## config.mk

```make
export PLATFORM = sky130hd
export DESIGN_NAME = seg_xlate
export DESIGN_NICKNAME = d
export VERILOG_FILES = /design/src/rtl/seg_xlate_pkg.sv /design/src/rtl/seg_table.sv /design/src/rtl/seg_check.sv /design/src/rtl/seg_xlate.sv
export SDC_FILE = /design/constraint.sdc
export NUM_CORES = 1
export LEC_CHECK = 0
export ABC_CLOCK_PERIOD_IN_PS = 3300
export BUFFER_PORTS_ARGS = -buffer_cell sky130_fd_sc_hd__buf_2
export CAP_MARGIN = 20
export CORE_MARGIN = 5
export CORE_UTILIZATION = 26
export DETAILED_ROUTE_END_ITERATION = 6
export PLACE_DENSITY_LB_ADDON = 0.1
export SLEW_MARGIN = 20
export SYNTH_ARGS = -nofsm -noshare
export SYNTH_HDL_FRONTEND = slang
export SYNTH_SLANG_ARGS = --single-unit
export TNS_END_PERCENT = 10
```

## constraint.sdc

```tcl
create_clock -name clk -period 3.3 [get_ports clk]
set_input_delay 0.66 -clock clk [delete_from_list [all_inputs] [get_ports clk]]
set_output_delay 0.66 -clock clk [all_outputs]
set_load 0.01 [all_outputs]
```

## src/rtl/seg_xlate_pkg.sv

```systemverilog
package seg_xlate_pkg;

   typedef enum logic [2:0] {
      CAUSE_NONE    = 3'd0,
      CAUSE_RANGE   = 3'd1,
      CAUSE_ABSENT  = 3'd2,
      CAUSE_LIMIT   = 3'd3,
      CAUSE_DENIED  = 3'd4
   } cause_e;

   typedef enum logic [1:0] {
      ACC_READ  = 2'd0,
      ACC_WRITE = 2'd1,
      ACC_EXEC  = 2'd2,
      ACC_RSVD  = 2'd3
   } acc_e;

   localparam int PERM_W   = 3;
   localparam int PERM_RD  = 0;
   localparam int PERM_WR  = 1;
   localparam int PERM_EX  = 2;

endpackage

```

## src/rtl/seg_table.sv

```systemverilog
module seg_table #(
   parameter int SEG_W  = 3,
   parameter int PA_W   = 16,
   parameter int LIM_W  = 13
) (
   input  logic                                clk,
   input  logic                                rst_n,
   input  logic                                wr_en,
   input  logic [SEG_W-1:0]                    wr_idx,
   input  logic [PA_W-1:0]                     wr_base,
   input  logic [LIM_W-1:0]                    wr_limit,
   input  logic                                wr_present,
   input  logic [seg_xlate_pkg::PERM_W-1:0]    wr_perm,
   input  logic                                len_en,
   input  logic [SEG_W:0]                      len_val,
   input  logic [SEG_W-1:0]                    rd_idx,
   output logic [PA_W-1:0]                     rd_base,
   output logic [LIM_W-1:0]                    rd_limit,
   output logic                                rd_present,
   output logic [seg_xlate_pkg::PERM_W-1:0]    rd_perm,
   output logic [SEG_W:0]                      seg_len
);
   localparam int NSEG = 1 << SEG_W;
   localparam int PW   = seg_xlate_pkg::PERM_W;

   logic [PA_W-1:0]  base_q    [NSEG];
   logic [LIM_W-1:0] limit_q   [NSEG];
   logic             present_q [NSEG];
   logic [PW-1:0]    perm_q    [NSEG];
   logic [SEG_W:0]   len_q;

   for (genvar e = 0; e < NSEG; e++) begin : g_ent
      logic hit;
      assign hit = wr_en && (wr_idx == SEG_W'(e));
      always_ff @(posedge clk or negedge rst_n) begin
         if (!rst_n) begin
            base_q[e]    <= '0;
            limit_q[e]   <= '0;
            present_q[e] <= 1'b0;
            perm_q[e]    <= '0;
         end else if (hit) begin
            base_q[e]    <= wr_base;
            limit_q[e]   <= wr_limit;
            present_q[e] <= wr_present;
            perm_q[e]    <= wr_perm;
         end
      end
   end

   always_ff @(posedge clk or negedge rst_n) begin
      if (!rst_n)      len_q <= '0;
      else if (len_en) len_q <= len_val;
   end

   assign rd_base    = base_q[rd_idx];
   assign rd_limit   = limit_q[rd_idx];
   assign rd_present = present_q[rd_idx];
   assign rd_perm    = perm_q[rd_idx];
   assign seg_len    = len_q;

endmodule

```

## src/rtl/seg_check.sv

```systemverilog
module seg_check #(
   parameter int SEG_W  = 3,
   parameter int OFS_W  = 12,
   parameter int PA_W   = 16,
   parameter int LIM_W  = 13
) (
   input  logic [SEG_W-1:0]                    seg,
   input  logic [OFS_W-1:0]                    ofs,
   input  logic [1:0]                          acc,
   input  logic [SEG_W:0]                      seg_len,
   input  logic [PA_W-1:0]                     base,
   input  logic [LIM_W-1:0]                    limit,
   input  logic                                present,
   input  logic [seg_xlate_pkg::PERM_W-1:0]    perm,
   output logic [2:0]                          cause,
   output logic [PA_W-1:0]                     paddr
);
   import seg_xlate_pkg::*;

   logic in_range, over_limit, allowed;
   logic [PA_W-1:0] sum;

   assign in_range   = {1'b0, seg} < seg_len;
   assign over_limit = {1'b0, ofs} >= limit;

   always_comb begin
      unique case (acc_e'(acc))
         ACC_READ:  allowed = perm[PERM_RD];
         ACC_WRITE: allowed = perm[PERM_WR];
         ACC_EXEC:  allowed = perm[PERM_EX];
         default:   allowed = 1'b0;
      endcase
   end

   if (PA_W > OFS_W) begin : g_wide
      assign sum = base + {{(PA_W-OFS_W){1'b0}}, ofs};
   end else begin : g_same
      assign sum = base + ofs;
   end

   always_comb begin
      if (!in_range)      cause = CAUSE_RANGE;
      else if (!present)  cause = CAUSE_ABSENT;
      else if (over_limit) cause = CAUSE_LIMIT;
      else if (!allowed)  cause = CAUSE_DENIED;
      else                cause = CAUSE_NONE;
   end

   assign paddr = (cause == CAUSE_NONE) ? sum : '0;

endmodule

```

## src/rtl/seg_xlate.sv

```systemverilog
module seg_xlate #(
   parameter int SEG_W  = 3,
   parameter int OFS_W  = 12,
   parameter int PA_W   = 16
) (
   input  logic               clk,
   input  logic               rst_n,
   input  logic               tbl_wr_en,
   input  logic [SEG_W-1:0]   tbl_wr_idx,
   input  logic [PA_W-1:0]    tbl_wr_base,
   input  logic [OFS_W:0]     tbl_wr_limit,
   input  logic               tbl_wr_present,
   input  logic [2:0]         tbl_wr_perm,
   input  logic               len_wr_en,
   input  logic [SEG_W:0]     len_wr_val,
   input  logic               req_valid,
   output logic               req_ready,
   input  logic [SEG_W-1:0]   req_seg,
   input  logic [OFS_W-1:0]   req_ofs,
   input  logic [1:0]         req_acc,
   output logic               rsp_valid,
   input  logic               rsp_ready,
   output logic [PA_W-1:0]    rsp_paddr,
   output logic [2:0]         rsp_cause
);
   localparam int LIM_W = OFS_W + 1;
   localparam int PW    = seg_xlate_pkg::PERM_W;

   if (SEG_W < 1 || SEG_W > 8) begin : g_bad_seg
      $error("seg_xlate: SEG_W must lie in 1..8");
   end
   if (OFS_W < 1) begin : g_bad_ofs
      $error("seg_xlate: OFS_W must be at least 1");
   end
   if (PA_W < OFS_W) begin : g_bad_pa
      $error("seg_xlate: PA_W must not be narrower than OFS_W");
   end

   logic [PA_W-1:0]  e_base;
   logic [LIM_W-1:0] e_limit;
   logic             e_present;
   logic [PW-1:0]    e_perm;
   logic [SEG_W:0]   cur_len;
   logic [2:0]       c_cause;
   logic [PA_W-1:0]  c_paddr;

   seg_table #(.SEG_W(SEG_W), .PA_W(PA_W), .LIM_W(LIM_W)) u_tbl (
      .clk        (clk),
      .rst_n      (rst_n),
      .wr_en      (tbl_wr_en),
      .wr_idx     (tbl_wr_idx),
      .wr_base    (tbl_wr_base),
      .wr_limit   (tbl_wr_limit),
      .wr_present (tbl_wr_present),
      .wr_perm    (tbl_wr_perm),
      .len_en     (len_wr_en),
      .len_val    (len_wr_val),
      .rd_idx     (req_seg),
      .rd_base    (e_base),
      .rd_limit   (e_limit),
      .rd_present (e_present),
      .rd_perm    (e_perm),
      .seg_len    (cur_len)
   );

   seg_check #(.SEG_W(SEG_W), .OFS_W(OFS_W), .PA_W(PA_W), .LIM_W(LIM_W)) u_chk_logic (
      .seg     (req_seg),
      .ofs     (req_ofs),
      .acc     (req_acc),
      .seg_len (cur_len),
      .base    (e_base),
      .limit   (e_limit),
      .present (e_present),
      .perm    (e_perm),
      .cause   (c_cause),
      .paddr   (c_paddr)
   );

   logic            vld_q;
   logic [PA_W-1:0] paddr_q;
   logic [2:0]      cause_q;
   logic            accept;

   assign req_ready = !vld_q || rsp_ready;
   assign accept    = req_valid && req_ready;

   always_ff @(posedge clk or negedge rst_n) begin
      if (!rst_n) begin
         vld_q   <= 1'b0;
         paddr_q <= '0;
         cause_q <= '0;
      end else if (accept) begin
         vld_q   <= 1'b1;
         paddr_q <= c_paddr;
         cause_q <= c_cause;
      end else if (rsp_ready) begin
         vld_q   <= 1'b0;
      end
   end

   assign rsp_valid = vld_q;
   assign rsp_paddr = paddr_q;
   assign rsp_cause = cause_q;

endmodule

```

==> results of run 1 <==
flip-flops by register name (all words and copies together), names as in the netlist:
| signal | cells |
|---|---|
| u_tbl.base_q | 128 |
| u_tbl.seg_len | 4 |
| u_tbl.limit_q | 104 |
| u_tbl.present_q | 8 |
| rsp_cause | 3 |
| rsp_paddr | 16 |
| u_tbl.perm_q | 24 |
| rsp_valid | 1 |
cells by family (layout without fill, tap and decap cells):
family                     count (synthesis)  in the layout  synth area share
AOI/OAI and AO/OA                         68             68            0.0370
xor gates and xnor gates                  11             11           0.00705
adders and majority gates                 27             27            0.0253
buffers and inverters                     58            230            0.0206
DFF                                      288            288             0.527
muxes                                    366            366             0.359
and+or+nand+nor                           65             65            0.0238
cell usage after synthesis, drive strengths merged, types with 2 or more instances:
cell type,instances,share of area
clkbuf,35,0.0096
nand2,26,0.0071
nor3,5,0.0018
o2111ai,2,0.0013
nand4b,3,0.0019
nand3,3,0.0011
xnor2,4,0.0026
buf,15,0.0088
ha,26,0.024
mux2i,18,0.013
mux4,68,0.11
a211oi,3,0.0020
nor2,10,0.0027
nand4,2,0.00092
nor3b,2,0.0011
inv,8,0.0022
o21ai,22,0.011
a31oi,5,0.0034
or2,2,0.00092
xor2,7,0.0045
nand2b,7,0.0038
nor2b,2,0.00092
o21a,2,0.0011
a21o,6,0.0033
dfrtp,288,0.53
a21oi,11,0.0040
o31ai,3,0.0020
mux2,280,0.23
a21boi,2,0.0011
stage by stage:
stage,area [sq um],util,TNS [ns]
floorplan,13800,-,-5.11
global placement,15500,0.297,-7.41
detailed placement,15500,0.297,-7.89
CTS,16700,0.320,0
global route,16800,0.320,-0.0445
finish,16800,0.320,0
routing by layer:
layer  vias up  track usage  part of all wire
li1       3642            -                 -
met1      4342        0.187              0.46
met2       118        0.225              0.49
met3        51       0.0248             0.034
met4         2       0.0365             0.019
met5         -            0           0.00034
worst paths after layout:
path                                  start                end  slack (ns)  cells past startpoint
min                                   rst_n   u_tbl.seg_len[0]        0.12                      1
max                              req_seg[0]      rsp_paddr[15]        0.08                     12
min in group clk              len_wr_val[2]   u_tbl.seg_len[2]        0.32                      3
max reg2reg                u_tbl.limit_q[0]      rsp_paddr[10]        0.22                     11
max in group asynchronous             rst_n  u_tbl.base_q[106]        2.35                      2
min reg2reg                u_tbl.perm_q[18]   u_tbl.perm_q[18]        0.50                      1
area by class of cell:
| type | instances | area [sq um] | area share |
|---|---|---|---|
| Clock buffer | 54 | 1080 | 0.0646 |
| Clock inverter | 9 | 124 | 0.00739 |
| Inverter | 8 | 30.0 | 0.00179 |
| Multi-Input combinational cell | 537 | 6230 | 0.372 |
| Sequential cell | 288 | 7210 | 0.430 |
| Tap cell | 688 | 861 | 0.0514 |
| Timing Repair Buffer | 159 | 1220 | 0.0729 |
placed cells by master, fill, tap and decap left out, types with 10 or more instances in the layout:
cell       Yosys  final
a21oi_1       11     10
buf_12         2     17
buf_2          7     80
buf_4          2     59
clkbuf_1      35     10
clkbuf_16      0     39
dfrtp_1      288    288
ha_1          26     26
mux2_2       280    280
mux2i_1       18     18
mux4_1        10     10
mux4_2        58     58
nand2_1       26     26
nor2_1        10     10
o21ai_0       12     11
o21ai_2       10     10
timing repair:
action / in CTS / in global routing
resized for setup: 2 / 3
pin swaps: 0 / 1
setup endpoints to repair: 3 / 5
gates cloned: 0 / 0
where the power goes:
group	switching (W)	internal, W	total (W)	leakage, nW
combinational	0.00100	0.00143	0.00243	3.14
sequential	0.000393	0.00429	0.00469	3.48
clock	0.00156	0.00250	0.00405	0.595
==> results.md, run 1 <==
- Starting utilization of the core area: 0.261
- Share of the clock period used by the worst path after layout: 0.976
- PnR Total Power: 0.0112 W
- Classification of the worst setup path: in -> reg
- Slew at the pin closest to its max-slew limit: 0.856 ns
- Yosys warnings: 0
- Number of antenna violations at the first check in global routing: 3
- Detailed-route wire length: approximately 39000 microns
- Placeable Area: 52300 sq um
- Remaining design rule violation count: 0
- Mapped cell area: 13700 sq um
- Worst-case vdd ir drop: roughly 300 uV
- Arrival time of the worst setup path: 3.67 ns
- Number of setup buffers added after CTS: 0
- Worst setup EP type: flop
- Period minus WS final: 3.22 ns
- Post-Syn Instances: 883
- Achievable frequency: 310 MHz
- Global-route wire length before repair: 58900 microns
- Vias per inst: 4.68
- Number of buffers inserted for hold repair after clock tree synthesis: 0
- Peak per-stage delay on the critical path: 0.51 ns
- Total die area: approximately 57000 sq um
- Number of hold violations in the final report: 0
- RSZ-0062 raised after global routing: true
- Worst path required time: approximately 3.8 ns
- Chip width: 239 microns
- Area growth syn-to-layout: 22.6%
- Number of global-route vias before repair: 8753
- Die Y: 239 microns
- Total clock buffers created by CTS: 37
- Leakage: 7.22 nW
- Port Buffers: 83
- Number of top-level pins: 84
- Hold crit path type: in -> async
- Startpoint types: input port
- Worst path buffer plus inverter count: 2
- Pre-CTS worst setup slack: -0.631 ns
- Crit-path leading delay family: compound AO/OA/AOI/OAI gates
- Clock latency on the worst-skew pair: 0.55 ns
- DR pass1 iterations: 5
- Avg Inst Size Synth: around 15 sq um
- Post-route insts no fill: between 1500 and 2000
- Headroom to the max-slew limit: 0.428
- Power density cells: 667 nW/um^2
- Final-report setup violation count: 0
- Routed length per placed instance: 22.2 microns
- Worst Hold Slack: 0.119 ns
- Run status: finished clean
- Remaining antenna violation count: 0
- Maximum clock skew at final layout: 0.0157 ns
- Number of slew-limit violations in the final report: 0
- Main synth FF type: dfrtp_1
- Post-Place Cells: 1680
- Final GP Congestion: between 0.7 and 0.8
- Number of nets at the end of the flow: 1121
- Max stage delay cell, worst path: mux4_2
- Total grt overflow: 0
- Net count after synthesis: 973
- Number of clock sinks seen by CTS: 288
- HPWL Detailed: 24400 microns
- Number of placement rows: between 80 and 90
- Diodes inserted: 0
- Final setup slack of the worst path: 0.0787 ns
- Number of synthesized register bits: roughly 290
- Drt first-iter violations: 393
- Proportion of layout cells with a drive suffix above 1: 0.548
- Max Fanout on Critical Path: 14
- # fillers: 5226
- Netlist cell types: 55
- Buffer type at the clock tree root: clkbuf_16
- Vias post-DR: 8155
- GRT Overall Usage: 0.137
- Reported max-cap violation count: 0
- Pin count of the biggest net entering global routing: 80
- CTS Buffer Depth: 3
- Count of flip-flops with a built-in enable after synthesis: 0
- Cell chain of the critical path: buf_6, buf_12, mux4_2, mux2_2, ha_1, and2_1, a221oi_2, a31oi_1, o41ai_2, nor2_1, xor2_1, o21ai_0
- Synth async-reset ratio: 1.00
- Portion of the post-synthesis area used by sequential elements: 0.527
- Clock transition at the register clock pins on the worst setup and hold paths after CTS: 0.06 ns
- TritonCTS clock tree: built
- CTS HTree Levels: 2
No activity file was read; power rests on OpenSTA's default activity.
==> run 2: changes to the inputs <==
--- a/config.mk
+++ b/config.mk
@@ -11,9 +11,11 @@
 export CORE_MARGIN = 5
 export CORE_UTILIZATION = 26
 export DETAILED_ROUTE_END_ITERATION = 6
+export GPL_TIMING_DRIVEN = 0
 export PLACE_DENSITY_LB_ADDON = 0.1
 export SLEW_MARGIN = 20
 export SYNTH_ARGS = -nofsm -noshare
 export SYNTH_HDL_FRONTEND = slang
+export SYNTH_HIERARCHICAL = 1
 export SYNTH_SLANG_ARGS = --single-unit
 export TNS_END_PERCENT = 10
==> results.md, run 2 <==
- Run status: finished with violations (was finished clean)
- Violations in the final reports: negative setup slack
- Pin count of the biggest net entering global routing: 91 (was 80)
- Drt first-iter violations: 225 (was 393)
- Max FFs per register: 128 (unchanged)
- Switching Share: 0.272 (was 0.264)
- Portion of the post-synthesis area used by sequential elements: 0.515 (was 0.527)
- Leakage: 7.34 nW (was 7.22 nW)
- Number of slew-limit violations in the final report: 0 (unchanged)
- Max stage delay cell, worst path: mux4_2 (unchanged)
- Peak per-stage delay on the critical path: 0.50 ns (was 0.51 ns)
- Total die area: 58600 sq um (was 57200 sq um)
- Netlist cell types: 56 (was 55)
- Arrival time of the worst setup path: 3.72 ns (was 3.67 ns)
- Vias post-DR: 8149 (was 8155)
- Hold crit path type: in -> async (unchanged)
- Mapped cell area: 14000 sq um (was 13700 sq um)
- Number of placement rows: 85 (was 84)
- Final setup slack of the worst path: -0.00484 ns (was 0.0787 ns)
- Number of antenna violations at the first check in global routing: 8 (was 3)
- Area growth syn-to-layout: 20.4% (was 22.6%)
- Cell chain of the critical path: buf_12, buf_12, buf_16, mux4_2, mux2_4, ha_4, fa_2, a211oi_2, nor2_1, o21a_1, o41a_1, xnor2_1, nor2_1, mux2_4 (was buf_6, buf_12, mux4_2, mux2_2, ha_1, and2_1, a221oi_2, a31oi_1, o41ai_2, nor2_1, xor2_1, o21ai_0)
- Largest reg by FF count: u_tbl/base_q (was u_tbl.base_q)
- Clock latency on the worst-skew pair: 0.54 ns (was 0.55 ns)
- Total area of multi-input combinational cells: 6460 sq um (was 6230 sq um)
- Number of nets at the end of the flow: 1127 (was 1121)
- Proportion of layout cells with a drive suffix above 1: 0.455 (was 0.548)
- Cell with the most instances after synthesis: dfrtp_1 (unchanged)
- Sw power: 0.00302 W (was 0.00295 W)
- GRT Overall Usage: 0.137 (about the same)
- Part of the power in registers: 0.418 (was 0.419)
- Startpoint types: input port (unchanged)
- Number of synthesized register bits: 288 (unchanged)
- Share of the clock period used by the worst path after layout: 1.00 (was 0.976)
- Detailed-route wire length: 39800 microns (was 38700 microns)
- Combinational group share of total power: 0.221 (was 0.218)
- RSZ-0062 raised after global routing: true (unchanged)
- Synth async-reset ratio: 1.00 (unchanged)
- Routed length per placed instance: 22.6 microns (was 22.2 microns)
- Headroom to the max-slew limit: 0.423 (was 0.428)
- Main synth FF type: dfrtp_1 (unchanged)
- Power density cells: 659 nW/um^2 (was 667 nW/um^2)
- Post-Syn Instances: 905 (was 883)
- Max Fanout on Critical Path: 6 (was 14)
- Worst setup EP type: flop (unchanged)
- Reported max-cap violation count: 0 (unchanged)
- Worst Hold Slack: 0.0709 ns (was 0.119 ns)
- FF+latch area: 7210 sq um (unchanged)
- Number of top-level pins: 84 (unchanged)
- Worst-case vdd ir drop: 295 uV (was 299 uV)
- Count of flip-flops with a built-in enable after synthesis: 0 (unchanged)
- HPWL Detailed: 27000 microns (was 24400 microns)
- Placeable Area: 53600 sq um (was 52300 sq um)
- Achievable frequency: 303 MHz (was 310 MHz)
- Largest registers: u_tbl/base_q (128), u_tbl/limit_q (104), u_tbl/perm_q (24) (was u_tbl.base_q (128), u_tbl.limit_q (104), u_tbl.perm_q (24))
- Chip width: 242 microns (was 239 microns)
- Yosys top cell area share: 0.515 (was 0.527)
- TritonCTS clock tree: built (unchanged)
- Remaining design rule violation count: 0 (unchanged)
- Yosys warnings: 6 (was 0)
- Pre-CTS worst setup slack: -1.29 ns (was -0.631 ns)
- Starting utilization of the core area: 0.261 (about the same)
- DR pass1 iterations: 4 (was 5)
- Clock share of power: 0.361 (was 0.363)
- Period minus WS final: 3.30 ns (was 3.22 ns)
- Worst path required time: 3.72 ns (was 3.75 ns)
- Buffer type at the clock tree root: clkbuf_16 (unchanged)
- Final GP Congestion: 0.737 (was 0.740)
- Net count after synthesis: 995 (was 973)
- Commonest non-fill, non-tap cells in the layout: dfrtp_1, mux2_2, mux2_1 (was dfrtp_1, mux2_2, buf_2)
- CTS HTree Levels: 2 (unchanged)
- Classification of the worst setup path: in -> reg (unchanged)
- Number of buffers inserted for hold repair after clock tree synthesis: 0 (unchanged)
- Most frequent standard cell in the layout excluding fill and tap cells: dfrtp_1 (unchanged)
- Aggregate negative setup slack: -0.00484 ns (was 0 ns)
- # fillers: 5364 (was 5226)
- CTS Buffer Depth: 3 (unchanged)
- Remaining antenna violation count: 0 (unchanged)
- Number of global-route vias before repair: 9137 (was 8753)
- Number of clock sinks seen by CTS: 288 (unchanged)
- Vias per inst: 4.62 (was 4.68)
- Total grt overflow: 0 (unchanged)
- Die Y: 242 microns (was 239 microns)
- Slew at the pin closest to its max-slew limit: 0.856 ns (about the same)
- Global-route wire length before repair: 60800 microns (was 58900 microns)
- Internal power of the cells: 0.00808 W (was 0.00822 W)
- Maximum clock skew at final layout: 0.0137 ns (was 0.0157 ns)
- Port Buffers: 79 (was 83)
- Top cell type by total area after synthesis: dfrtp_1 (unchanged)
- Avg Inst Size Synth: 15.5 sq um (about the same)
- Final-report setup violation count: 1 (was 0)
- Top cells by instance count after synthesis: dfrtp_1, mux2_2, mux2_1 (was dfrtp_1, mux2_2, mux4_2)
- Total clock buffers created by CTS: 37 (unchanged)
- Cell types occupying the most area after synthesis: dfrtp_1, mux2_2, mux2_1, mux4_2, ha_1 (was dfrtp_1, mux2_2, mux4_2, ha_1, mux4_1)
- Number of hold violations in the final report: 0 (unchanged)
- Clock transition at the register clock pins on the worst setup and hold paths after CTS: 0.06 ns (about the same)
[run 2: final cells by class]
type                            count  area share
Inverter                           19     0.00423
Sequential cell                   288       0.428
Antenna cell                        3    0.000445
Clock buffer                       60      0.0678
Tap cell                          696      0.0517
Clock inverter                      6     0.00393
Timing Repair Buffer               94      0.0354
Multi-Input combinational cell    544       0.383
Buffer                             53      0.0256
[run 2: metal layers]
layer	track usage	vias to the layer above	part of all wire
met5	0	-	0.0016
met4	0.0403	10	0.023
met3	0.0303	63	0.040
met2	0.222	128	0.47
met1	0.185	4266	0.47
li1	-	3682	-
[run 2: worst paths after layout]
check                             startpoint                end  slack, ns  depth (start not counted)
setup / recovery                  req_seg[0]       rsp_paddr[8]     -0.005                         14
hold / removal                         rst_n       rsp_paddr[5]       0.07                          1
setup reg to reg             u_tbl/base_q[0]       rsp_paddr[8]       0.12                         11
hold reg to reg            u_tbl/limit_q[45]  u_tbl/limit_q[45]       0.48                          1
max in group asynchronous              rst_n  u_tbl/limit_q[94]       2.03                          3
min in group clk               len_wr_val[2]   u_tbl/seg_len[2]       0.35                          2
[run 2: logic make-up (layout without fill, tap and decap cells)]
logic type | Yosys count | in the layout | synth area share
adders and majority gates | 27 | 27 | 0.0247
buffers and inverters | 73 | 232 | 0.0290
xor gates and xnor gates | 11 | 11 | 0.00688
other | 0 | 3 | 0
muxes | 387 | 387 | 0.369
AOI/OAI and AO/OA | 50 | 50 | 0.0258
DFF | 288 | 288 | 0.515
and+or+nand+nor | 69 | 69 | 0.0305
[run 2: repair_timing]
action / CTS / global route
buffers inserted: 10 / 2
gates cloned: 0 / 0
pin swaps: 3 / 5
resized for setup: 24 / 21
setup endpoints to repair: 19 / 17
[run 2: metrics by stage]
stage	power, W	instance area (sq um)	std cells	util
global route	0.0118	16900	1762	0.314
detailed placement	0.00713	15400	1683	0.287
global placement	0.00707	15300	1680	0.286
CTS	0.0113	16800	1758	0.313
finish	0.0111	16900	1763	0.314
floorplan	0.00630	14000	905	-
[run 2: power by group through the flow]
stage | sequential [W] | clock, W | combinational, W
6_report | 0.00464 | 0.00401 | 0.00245
5_1_grt | 0.00473 | 0.00431 | 0.00271
4_1_cts | 0.00464 | 0.00419 | 0.00248
3_5_place_dp | 0.00470 | 0 | 0.00242
3_3_place_gp | 0.00469 | 0 | 0.00238
2_1_floorplan | 0.00459 | 0 | 0.00171
[run 2: worst max-delay path, delay by kind of cell]
kind	cells	cell delay, ns
XOR/XNOR	1	0.17
AO/OA/AOI/OAI	3	0.75
multiplexers	3	1.06
adder cells (fa/ha/maj)	2	0.57
AND/OR/NAND/NOR	2	0.15
buffers and inverters	3	0.34
==> run 3: changes to the inputs <==
--- a/config.mk
+++ b/config.mk
@@ -16,6 +16,5 @@
 export SLEW_MARGIN = 20
 export SYNTH_ARGS = -nofsm -noshare
 export SYNTH_HDL_FRONTEND = slang
-export SYNTH_HIERARCHICAL = 1
 export SYNTH_SLANG_ARGS = --single-unit
 export TNS_END_PERCENT = 10
==> results.md, run 3 (synthesis gave the netlist of run 1 again) <==
- Run status: finished with violations (unchanged)
- Violations in the final reports: negative setup slack (unchanged)
- Detailed-route wire length: 39800 microns (about the same)
- Total die area: 57200 sq um (was 58600 sq um)
- Classification of the worst setup path: in -> reg (unchanged)
- Vias post-DR: 8131 (was 8149)
- Power density cells: 657 nW/um^2 (was 659 nW/um^2)
- Slew at the pin closest to its max-slew limit: 1.05 ns (was 0.856 ns)
- Post-route insts no fill: 1747 (was 1763)
- Final setup slack of the worst path: -0.0438 ns (was -0.00484 ns)
- R2R setup slack: 0.05 ns (was 0.12 ns)
- Clock latency on the worst-skew pair: 0.55 ns (was 0.54 ns)
- Worst reg-to-reg path cell count: 12 (was 11)
- Drt first-iter violations: 354 (was 225)
- Aggregate negative setup slack: -0.259 ns (was -0.00484 ns)
- Reported max-cap violation count: 0 (unchanged)
- PnR Total Power: 0.0111 W (about the same)
- CTS Buffer Depth: 3 (unchanged)
- Peak per-stage delay on the critical path: 0.57 ns (was 0.50 ns)
- DR pass1 iterations: 4 (unchanged)
- Total clock buffers created by CTS: 38 (was 37)
- Startpoint types: input port (unchanged)
- Final GP Congestion: 0.723 (was 0.737)
- Remaining antenna violation count: 0 (unchanged)
- CTS HTree Levels: 2 (unchanged)
- Worst R2R Start: u_tbl.limit_q[52] (was u_tbl/base_q[0])
- Vias per inst: 4.65 (was 4.62)
- Die Y: 239 microns (was 242 microns)
- FF-to-FF End: rsp_paddr[6] (was rsp_paddr[8])
- Pre-CTS worst setup slack: -1.92 ns (was -1.29 ns)
- Number of slew-limit violations in the final report: 0 (unchanged)
- Largest reg by FF count: u_tbl.base_q (was u_tbl/base_q)
- Pin count of the biggest net entering global routing: 91 (unchanged)
- Clock transition at the register clock pins on the worst setup and hold paths after CTS: 0.06 ns (about the same)
- Port Buffers: 78 (was 79)
- Max stage delay cell, worst path: or4_4 (was mux4_2)
- Critical path startpoint: req_seg[0] (unchanged)
- Achievable frequency: 299 MHz (was 303 MHz)
- Number of top-level pins: 84 (unchanged)
- Arrival time of the worst setup path: 3.82 ns (was 3.72 ns)
- Number of antenna violations at the first check in global routing: 4 (was 8)
- Global-route wire length before repair: 59800 microns (was 60800 microns)
- Number of nets at the end of the flow: 1125 (was 1127)
- Utilization of the core after routing: 0.323 (was 0.314)
- Area growth syn-to-layout: 23.8% (was 20.4%)
- Number of clock sinks seen by CTS: 288 (unchanged)
- # fillers: 5228 (was 5364)
- Placeable Area: 52300 sq um (was 53600 sq um)
- Number of buffers inserted for hold repair after clock tree synthesis: 0 (unchanged)
- Leakage: 7.21 nW (was 7.34 nW)
- Number of global-route vias before repair: 9016 (was 9137)
- Share of the clock period used by the worst path after layout: 1.01 (was 1.00)
- RSZ-0062 raised after global routing: true (unchanged)
- Buffer type at the clock tree root: clkbuf_16 (unchanged)
- Routed length per placed instance: 22.8 microns (was 22.6 microns)
- HPWL Detailed: 26400 microns (was 27000 microns)
- Worst-case vdd ir drop: 322 uV (was 295 uV)
- Remaining design rule violation count: 0 (unchanged)
- Most frequent standard cell in the layout excluding fill and tap cells: dfrtp_1 (unchanged)
- Headroom to the max-slew limit: 0.293 (was 0.423)
- Max FFs per register: 128 (unchanged)
- Max Fanout on Critical Path: 8 (was 6)
- TritonCTS clock tree: built (unchanged)
- Post-Place Cells: 1653 (was 1683)
- Final-report setup violation count: 10 (was 1)
- Cell chain of the critical path: buf_16, buf_16, buf_16, buf_6, mux4_2, mux2i_2, ha_1, a21o_1, a21oi_4, a221o_2, a31oi_4, or4_4, buf_12, clkbuf_16, o21ai_2 (was buf_12, buf_12, buf_16, mux4_2, mux2_4, ha_4, fa_2, a211oi_2, nor2_1, o21a_1, o41a_1, xnor2_1, nor2_1, mux2_4)
- Chip width: 239 microns (was 242 microns)
- Period minus WS final: 3.34 ns (was 3.30 ns)
- Worst path required time: 3.77 ns (was 3.72 ns)
- Total grt overflow: 0 (unchanged)
- Maximum clock skew at final layout: 0.0291 ns (was 0.0137 ns)
- Worst setup EP type: flop (unchanged)
- Number of placement rows: 84 (was 85)
- GRT Overall Usage: 0.140 (was 0.137)
- Hold crit path type: in -> async (unchanged)
- Proportion of layout cells with a drive suffix above 1: 0.535 (was 0.455)
- Largest registers: u_tbl.base_q (128), u_tbl.limit_q (104), u_tbl.perm_q (24) (was u_tbl/base_q (128), u_tbl/limit_q (104), u_tbl/perm_q (24))
- Critical path's most frequent cell: buf_16
- Number of hold violations in the final report: 0 (unchanged)
- Starting utilization of the core area: 0.261 (about the same)
- Commonest non-fill, non-tap cells in the layout: dfrtp_1, mux2_2, buf_2 (was dfrtp_1, mux2_2, mux2_1)
- Destination of the critical timing path: rsp_paddr[6] (was rsp_paddr[8])
[run 3: cell type report]
class                   count  area, sq um  share of cell area
flip-flops and latches    288         7210               0.426
multi-input cells         537         6330               0.374
clock buffers              56         1120              0.0662
well taps                 688          861              0.0509
repair buffers            116          843              0.0498
plain buffers              46          463              0.0274
clock inverters             6         61.3             0.00362
inverters                   8         30.0             0.00177
diodes                      2         5.00            0.000296
[run 3: how the worst min path moves through the flow]
stage,from,end,cells after the start
6_report,rst_n,u_tbl.base_q[114],2
5_1_grt,rst_n,u_tbl.base_q[112],2
4_1_cts,rst_n,u_tbl.base_q[112],2
3_5_place_dp,rsp_paddr[1],rsp_paddr[1],2
3_3_place_gp,rsp_paddr[1],rsp_paddr[1],2
2_1_floorplan,rst_n,rsp_cause[0],0
[run 3: repair_timing]
action | CTS | global route
cloned | 0 | 2
setup endpoints to repair | 19 | 16
setup buffers | 17 | 15
gates resized for setup | 43 | 17
pin swaps | 3 | 9
[run 3: power by group]
part           switching (W)  total [W]  internal [W]
combinational        0.00107    0.00246       0.00139
clock                0.00159    0.00399       0.00241
sequential          0.000366    0.00466       0.00429
total                0.00302     0.0111       0.00809
[run 3: routing by layer]
layer / share of wire / routed length [microns] / track usage
met2: 0.49 / 19500 / 0.235
met4: 0.024 / 954 / 0.0372
met3: 0.034 / 1360 / 0.0303
met1: 0.45 / 18000 / 0.185
met5: 0.00053 / 21 / 0
[run 3: per-stage QoR]
step,area (sq um),hold slack (ns)
2_1_floorplan,13800,0.364
3_3_place_gp,15000,0.461
3_5_place_dp,15200,0.466
4_1_cts,16700,0.128
5_1_grt,16900,0.162
6_report,16900,0.147
[run 3: worst max-delay path: cells and delay by family]
family | cells | cell delay, ns
adder cells (fa/ha/maj) | 1 | 0.27
buffers and inverters | 6 | 0.85
AO/OA/AOI/OAI | 5 | 0.76
multiplexers | 2 | 0.68
AND/OR/NAND/NOR | 1 | 0.57
